<file path="src/rtl/adc_seq_pkg.sv">
package adc_seq_pkg;

  // Strobes the sequencing control hands to the capture datapath.
  typedef struct packed {
    logic shiftEn;  // serial clock running: shift one bit in
    logic latchEn;  // terminal count: update the output stages
  } seqStrobe_t;

endpackage

</file>
<file path="src/rtl/adc_seq_ctrl.sv">
module adc_seq_ctrl
  import adc_seq_pkg::*;
#(
  parameter int CNT_W = 4
) (
  input  logic             clk,
  input  logic             rst,
  input  logic [CNT_W-1:0] startCount,
  output seqStrobe_t       strobes,
  output logic             chipSelN,
  output logic             sclkRun
);

  localparam logic [CNT_W-1:0] TERM = {CNT_W{1'b1}};

  logic [CNT_W-1:0] cnt;
  logic             termHit;

  assign termHit = (cnt == TERM);

  // Loadable period counter: reloads the start value after terminal count.
  always_ff @(posedge clk) begin
    if (rst) begin
      cnt <= startCount;
    end else if (termHit) begin
      cnt <= startCount;
    end else begin
      cnt <= cnt + 1'b1;
    end
  end

  // Chip select and run-enable, registered so they leave the block glitch-free.
  always_ff @(posedge clk) begin
    if (rst) begin
      chipSelN <= 1'b1;
      sclkRun  <= 1'b0;
    end else begin
      chipSelN <= ~termHit;
      sclkRun  <= 1'b1;
    end
  end

  assign strobes.shiftEn = ~rst;
  assign strobes.latchEn = termHit & ~rst;

  // counter steps by one away from terminal count
  p_count_up_r1: assert property (@(posedge clk) disable iff (rst)
    (cnt != TERM) |=> (cnt == $past(cnt) + 1'b1));

  // terminal count reloads the value present at that edge
  p_reload_r2: assert property (@(posedge clk) disable iff (rst)
    (cnt == TERM) |=> (cnt == $past(startCount)));

  // an active select always coincides with a freshly reloaded counter
  p_sel_reload_r3: assert property (@(posedge clk) disable iff (rst)
    (!chipSelN && !$past(rst)) |-> (cnt == $past(startCount)));

  // reset releases select and stops the serial clock
  p_reset_ctrl_r7: assert property (@(posedge clk)
    rst |=> (chipSelN && !sclkRun));

endmodule

</file>
<file path="src/rtl/adc_seq_dp.sv">
module adc_seq_dp
  import adc_seq_pkg::*;
#(
  parameter int DATA_W  = 10,
  parameter int STAGE_W = 8
) (
  input  logic              clk,
  input  logic              rst,
  input  seqStrobe_t        strobes,
  input  logic              serData,
  output logic [DATA_W-1:0] wordOut,
  output logic              wordValid
);

  localparam int NUM_STAGES = (DATA_W + STAGE_W - 1) / STAGE_W;
  localparam int SHIFT_W    = NUM_STAGES * STAGE_W;

  logic [SHIFT_W-1:0] shiftPath;
  logic [SHIFT_W-1:0] shiftNext;

  // Newest bit enters at bit 0; stages cascade upward.
  assign shiftNext = {shiftPath[SHIFT_W-2:0], serData};

  always_ff @(posedge clk) begin
    if (rst) begin
      shiftPath <= '0;
    end else if (strobes.shiftEn) begin
      shiftPath <= shiftNext;
    end
  end

  // One output register per stage, holding only the bits the word uses.
  for (genvar g = 0; g < NUM_STAGES; g++) begin : g_stage
    localparam int REM   = DATA_W - g * STAGE_W;
    localparam int HOLDW = (REM < STAGE_W) ? REM : STAGE_W;
    logic [HOLDW-1:0] heldQ;

    always_ff @(posedge clk) begin
      if (rst) begin
        heldQ <= '0;
      end else if (strobes.latchEn) begin
        heldQ <= shiftNext[g*STAGE_W +: HOLDW];
      end
    end

    assign wordOut[g*STAGE_W +: HOLDW] = heldQ;
  end

  always_ff @(posedge clk) begin
    if (rst) begin
      wordValid <= 1'b0;
    end else begin
      wordValid <= strobes.latchEn;
    end
  end

  // every bit advances one place per serial clock
  p_shift_order_r4: assert property (@(posedge clk) disable iff (rst)
    strobes.shiftEn |=> (shiftPath[SHIFT_W-1:1] == $past(shiftPath[SHIFT_W-2:0])));

  // a new word equals the ten youngest bits of the shift path
  p_word_window_r5: assert property (@(posedge clk) disable iff (rst)
    wordValid |-> (wordOut == shiftPath[DATA_W-1:0]));

  // the word holds between latch strobes
  p_word_hold_r6: assert property (@(posedge clk) disable iff (rst)
    (!wordValid && !$past(rst)) |-> $stable(wordOut));

  // reset clears the published word and strobe
  p_reset_dp_r7: assert property (@(posedge clk)
    rst |=> ((wordOut == '0) && !wordValid));

endmodule

</file>
<file path="src/rtl/adc_capture_seq.sv">
module adc_capture_seq
  import adc_seq_pkg::*;
#(
  parameter int CNT_W   = 4,
  parameter int DATA_W  = 10,
  parameter int STAGE_W = 8
) (
  input  logic              clk,
  input  logic              rst,
  input  logic [CNT_W-1:0]  startCount,
  input  logic              serData,
  output logic              chipSelN,
  output logic              sclkRun,
  output logic [DATA_W-1:0] wordOut,
  output logic              wordValid
);

  seqStrobe_t strobes;

  adc_seq_ctrl #(
    .CNT_W(CNT_W)
  ) u_ctrl (
    .clk       (clk),
    .rst       (rst),
    .startCount(startCount),
    .strobes   (strobes),
    .chipSelN  (chipSelN),
    .sclkRun   (sclkRun)
  );

  adc_seq_dp #(
    .DATA_W (DATA_W),
    .STAGE_W(STAGE_W)
  ) u_dp (
    .clk      (clk),
    .rst      (rst),
    .strobes  (strobes),
    .serData  (serData),
    .wordOut  (wordOut),
    .wordValid(wordValid)
  );

  // select and valid strobe mark the same cycle
  p_frame_align_r6: assert property (@(posedge clk) disable iff (rst)
    wordValid |-> !chipSelN);

endmodule

</file>
<file path="config.mk">
export PLATFORM = sky130hd
export DESIGN_NAME = adc_capture_seq
export DESIGN_NICKNAME = d
export VERILOG_FILES = /design/src/rtl/adc_seq_pkg.sv /design/src/rtl/adc_seq_ctrl.sv /design/src/rtl/adc_seq_dp.sv /design/src/rtl/adc_capture_seq.sv
export SDC_FILE = /design/constraint.sdc
export NUM_CORES = 1
export LEC_CHECK = 0
export BUFFER_PORTS_ARGS = -buffer_cell sky130_fd_sc_hd__buf_2
export CAP_MARGIN = 10
export CORE_MARGIN = 2
export CORE_UTILIZATION = 49
export CTS_CLUSTER_SIZE = 20
export DETAILED_ROUTE_END_ITERATION = 8
export GPL_ROUTABILITY_DRIVEN = 0
export PLACE_DENSITY_LB_ADDON = 0.05
export SLEW_MARGIN = 20
export SYNTH_ARGS = -nofsm -noshare
export SYNTH_HDL_FRONTEND = slang
export SYNTH_SLANG_ARGS = --single-unit
</file>
<file path="constraint.sdc">
create_clock -name clk -period 1.5 [get_ports clk]
set_input_delay 0.3 -clock clk [delete_from_list [all_inputs] [get_ports clk]]
set_output_delay 0.3 -clock clk [all_outputs]
set_load 0.02 [all_outputs]
</file>
Yosys cells after proc, flatten, opt, wreduce, memory -nomap -nowiden
Index checks and enable logic that the tools add are counted.
{"block": "totals", "inputBits": 7, "elab_cells": 15, "reg_bits": 26}
{"block": "classes", "n_bitwise": 3, "eq_ne": 1, "addsub": 1, "n_mux": 3}
{"cell": "4-bit 2-to-1 mux", "count": 2}
{"cell": "4-bit by 1-bit adder with 4-bit output, second input constant", "count": 1}
{"cell": "4-bit == test, second input constant", "count": 1}
{"cell": "1-bit inverter", "count": 2}
{"cell": "1-bit AND", "count": 1}
{"cell": "1-bit 2-to-1 mux", "count": 1}

Logic depth before layout (Yosys ltp)
{"block": "logic_depth", "depth_word": 3, "ltp_mapped": 5, "ltp_nobuf": 4}

Modules after synthesis
Synthesis repeated with hierarchy kept, for this count alone.
{"block": "unflattened", "cells_unflattened": 89, "hier_area_um2": 948.4}
{"module": "adc_seq_dp", "area_each_um2": 695.7, "instances": 1, "cells_per_inst": 63, "seq_area_each_um2": 400.4}
{"module": "adc_seq_ctrl", "area_each_um2": 252.7, "instances": 1, "cells_per_inst": 26, "seq_area_each_um2": 120.1}

Worst setup path after synthesis
OpenSTA, ideal clock, no wires.
{"block": "synth_path", "path_kind": "register -> register", "startpoint": "reg u_ctrl.cnt[0]", "endpoint": "reg u_ctrl.cnt[1]", "t_required_ns": 1.379, "path_stages_with_launch": 5, "t_arrival_ns": 1.203, "setup_slack_ns": 0.176, "setup_time_ns": 0.121, "path_cell_list": "dfxtp_1 > ha_1 > and2_4 > a21oi_2 > mux2_2"}
{"block": "synth_between", "elab_chain_cells": 3, "word_cells_on_any_way": 4, "cone_classes": "add/sub (1); eq/ne (1); mux (2)"}
{"element": "start: declaration", "line_no": "adc_seq_ctrl.sv:16", "source": "logic [CNT_W-1:0] cnt;"}
{"element": "start signal: assignment", "line_no": "adc_seq_ctrl.sv:24", "source": "cnt <= startCount;"}
{"element": "start signal: assignment", "line_no": "adc_seq_ctrl.sv:26", "source": "cnt <= startCount;"}
{"element": "start signal: assignment", "line_no": "adc_seq_ctrl.sv:28", "source": "cnt <= cnt + 1'b1;"}
{"element": "4-bit by 1-bit adder with 4-bit output / 4-bit == test (equally long branches)", "line_no": "adc_seq_ctrl.sv:28, adc_seq_ctrl.sv:19"}
{"element": "4-bit 2-to-1 mux *", "line_no": "adc_seq_ctrl.sv:25", "source": "end else if (termHit) begin"}
{"element": "4-bit 2-to-1 mux *", "line_no": "adc_seq_ctrl.sv:23", "source": "if (rst) begin"}
Mark *: on every way between the ends. The rest lies on a longest branch, timed or not.
A chain may end at the register's enable or synchronous reset.

Worst setup path after layout
Ends and elaborated chain as after synthesis.

==> impl_results.md <==
* Hold_sp: startCount[0]
* Netlist cell types at 20
* First-pass GRT wire length at around 2400 µm
* Lkg Pwr at 0.0004461 µW
* CP Capture Type: register
* Max-slew headroom at just over 80%
* Dpl hpwl at 950.7 µm
* Post-CTS Setup Repair Bufs at 0
* PortBufs at 19
* Yosys warns at 0
* Post-Syn Area at approximately 840 µm²
* Crit Path Category: reg2reg
* Ports at 20
* Crit start category: register
* Detailed Routing Iterations Pass 1 at 4
* Antenna violations before repair at 0
* H-tree depth at 1
* Fillers at around 150
* Die height at 45.46 µm
* CP max stage cell: dfxtp_1
* Post-CTS sizing at 0
* Fin Setup TNS at 0 ns
* Final setup violation count at 0
* Slowest cell delay on critical path at 0.36 ns
* Register area at 520.5 µm²
* Crit path max fanout at 4
* Fin crit share at about 90%
* Maximum number of pins on one net before global-route repair at 17
* # hold bufs at CTS at 0
* Worst Path Required at about 1.7 ns
* CP arrival at around 1.6 ns
* TritonCTS Buffers at 3
* Multi-input gate area at 280.3 µm²
* Max cap viols at 0
* Root buf cell: clkbuf_4
* Cell count after synthesis at 69
* CP top delay family: flip-flops
* Crit path buffers/inverters at 0
* Reg2reg end: u_ctrl.cnt[1]$_DFF_P_
* WL final at around 1300 µm
* Fin util at ~62%
* Layout cells sized above 1 at 32.22%
* Hold Path Class: in2reg
* Status: completed
* CTS clk-pin slew, worst paths at 0.12 ns
* Post-synthesis sequential area ratio at 61.81%
* Worst slew pin tran at 0.2858 ns
* Antenna-violating nets left at 0
* Slew Viols, Final at 0
* Die Footprint at 2066 µm²
* Die W at 45.46 µm
* Rows at 14
* R2R depth at 4
* Worst vdd ir at 0.001021 V
* Final Critical Period at around 1.4 ns
* Clk Latency, worst-skew pair at 0.30 ns
* Bufs on Longest Clock Path at 2
* Hold endpoint: u_ctrl.cnt[0]$_DFF_P_
* Synth Register Bits at 26
* Area growth from synthesis to layout at 15.01%
* Syn avg cell area at 12.20 µm²
* DRC Markers at 0
* Clock Sink Count at 26
* Starting Density at 54.01%
* Gr ovfl total at 0
* Core area at 1559 µm²
* RSZ-0062 raised after global routing: no
* Drt via density at 5.113
* CTS tree: done
* # diodes at 0
* Reg2Reg Setup Slack at 0.13 ns
* Clock skew at 0.001843 ns
* WHS Path Cells at 3
* Total track usage at 16.69%
* Crit Reg-Reg Startpoint: u_ctrl.cnt[0]$_DFF_P_
* Iter 0 DRT Violations at 5
* Syn nets at 77
* Power per cell area at around 1200 nW/µm²
* Via Count at 542
* Max frequency at between 0.7 and 0.8 GHz
* Routed len/inst at 12.31 µm
* Vias in the first global route at 531
* Final #Nets at 100
* Crit path cell chain: ha_1 -> and2_4 -> a21oi_2 -> mux2_2
* Final Hold Fails at 0
-- report_power, final --
group / internal (µW) / switching [µW] / leakage [µW]
registers: 724 / 28.5 / 0.000212
clock network: 93.6 / 176 / 0.0000138
logic: 64.2 / 64.4 / 0.000220
total: 881 / 269 / 0.000446
-- worst register-to-register path, stage by stage (launching register included) --
cell and delay, ns:
dfxtp_1 0.36, ha_1 0.24, and2_4 0.16, a21oi_2 0.18, mux2_2 0.35
-- kinds of logic after synthesis --
group | after synthesis | share of synthesized area [%]
buffers and inverters | 7 | 4.902
AND/OR/NAND/NOR | 17 | 13.82
flip-flops | 26 | 61.81
adder cells (fa/ha/maj) | 1 | 1.486
AO/OA/AOI/OAI | 16 | 15.45
multiplexers | 2 | 2.526
-- layout by cell type (no fill, tap or decap), drive strengths merged --
cell     n
o21ai    2
nand2    2
o311ai   1
mux2i    1
a221o    1
a21oi    2
or3      1
ha       1
a22o    10
nand2b   1
inv      4
nor2     1
and2     1
clkbuf   3
dfxtp   26
nor2b   11
mux2     1
buf     21
-- cell usage after synthesis --
master    instances  area, µm²
a21oi_2           1      8.760
a21oi_1           1      5.000
clkbuf_1          1      3.750
a221o_1           1      10.01
inv_1             4      15.01
o311ai_1          1      8.760
dfxtp_1          26      520.5
nor2b_1          10      62.56
buf_6             2      22.52
nor2_1            1      3.750
o21ai_0           2      10.01
nand2b_4          1      13.76
nand2_1           2      7.510
and2_4            1      8.760
nor2b_4           1      13.76
a22o_1           10      87.58
ha_1              1      12.51
mux2_2            1      11.26
mux2i_1           1      10.01
or3_1             1      6.260
-- flip-flops by register name, indices dropped and copies added, names as in the netlist --
register            flops
u_ctrl.cnt              4
u_dp.shiftPath          9
u_dp.wordValid          1
u_dp.g_stage.heldQ     10
u_ctrl.chipSelN         1
u_ctrl.sclkRun          1
-- area by class of cell --
cell class | count | share of cell area (%)
multi-input combinational | 36 | 28.94
sequential | 26 | 53.75
timing repair buffer | 21 | 11.37
clock buffer | 3 | 2.326
inverter | 4 | 1.550
tap | 16 | 2.067
-- through the flow --
stage	worst slack (ns)	total power (µW)	cell area (µm²)	cells	hold slack, ns
2_1_floorplan	0.1761	860.0	842.1	69	0.4195
3_3_place_gp	0.1710	895.2	945.9	103	0.4286
3_5_place_dp	0.1453	895.3	945.9	103	0.4364
4_1_cts	0.1271	1166	968.4	106	0.1984
5_1_grt	0.02792	1219	968.4	106	0.2022
6_report	0.1276	1150	968.4	106	0.2116
-- layer usage --
layer | track usage [%] | share of wire (%) | up-vias
li1 | - | - | 279
met1 | 19.35 | 48 | 247
met2 | 26.76 | 47 | 14
met3 | 7.143 | 4.1 | 2
met4 | 7.059 | 1.4 | 0
met5 | 0 | 0 | -
-- how the worst max path moves through the flow --
stage	start	end	slack, ns	depth (start not counted)
after floorplan	u_ctrl.cnt[0]$_DFF_P_	u_ctrl.cnt[1]$_DFF_P_	0.18	4
after detailed placement	u_ctrl.cnt[0]$_DFF_P_	u_ctrl.cnt[1]$_DFF_P_	0.15	4
after CTS	u_ctrl.cnt[0]$_DFF_P_	u_ctrl.cnt[1]$_DFF_P_	0.13	4
final	u_ctrl.cnt[0]$_DFF_P_	u_ctrl.cnt[1]$_DFF_P_	0.13	4
after global routing	u_ctrl.cnt[0]$_DFF_P_	u_ctrl.cnt[1]$_DFF_P_	0.03	4
after global placement	u_ctrl.cnt[0]$_DFF_P_	u_ctrl.cnt[1]$_DFF_P_	0.17	4
Note: power is estimated with default switching activity, not from simulation.
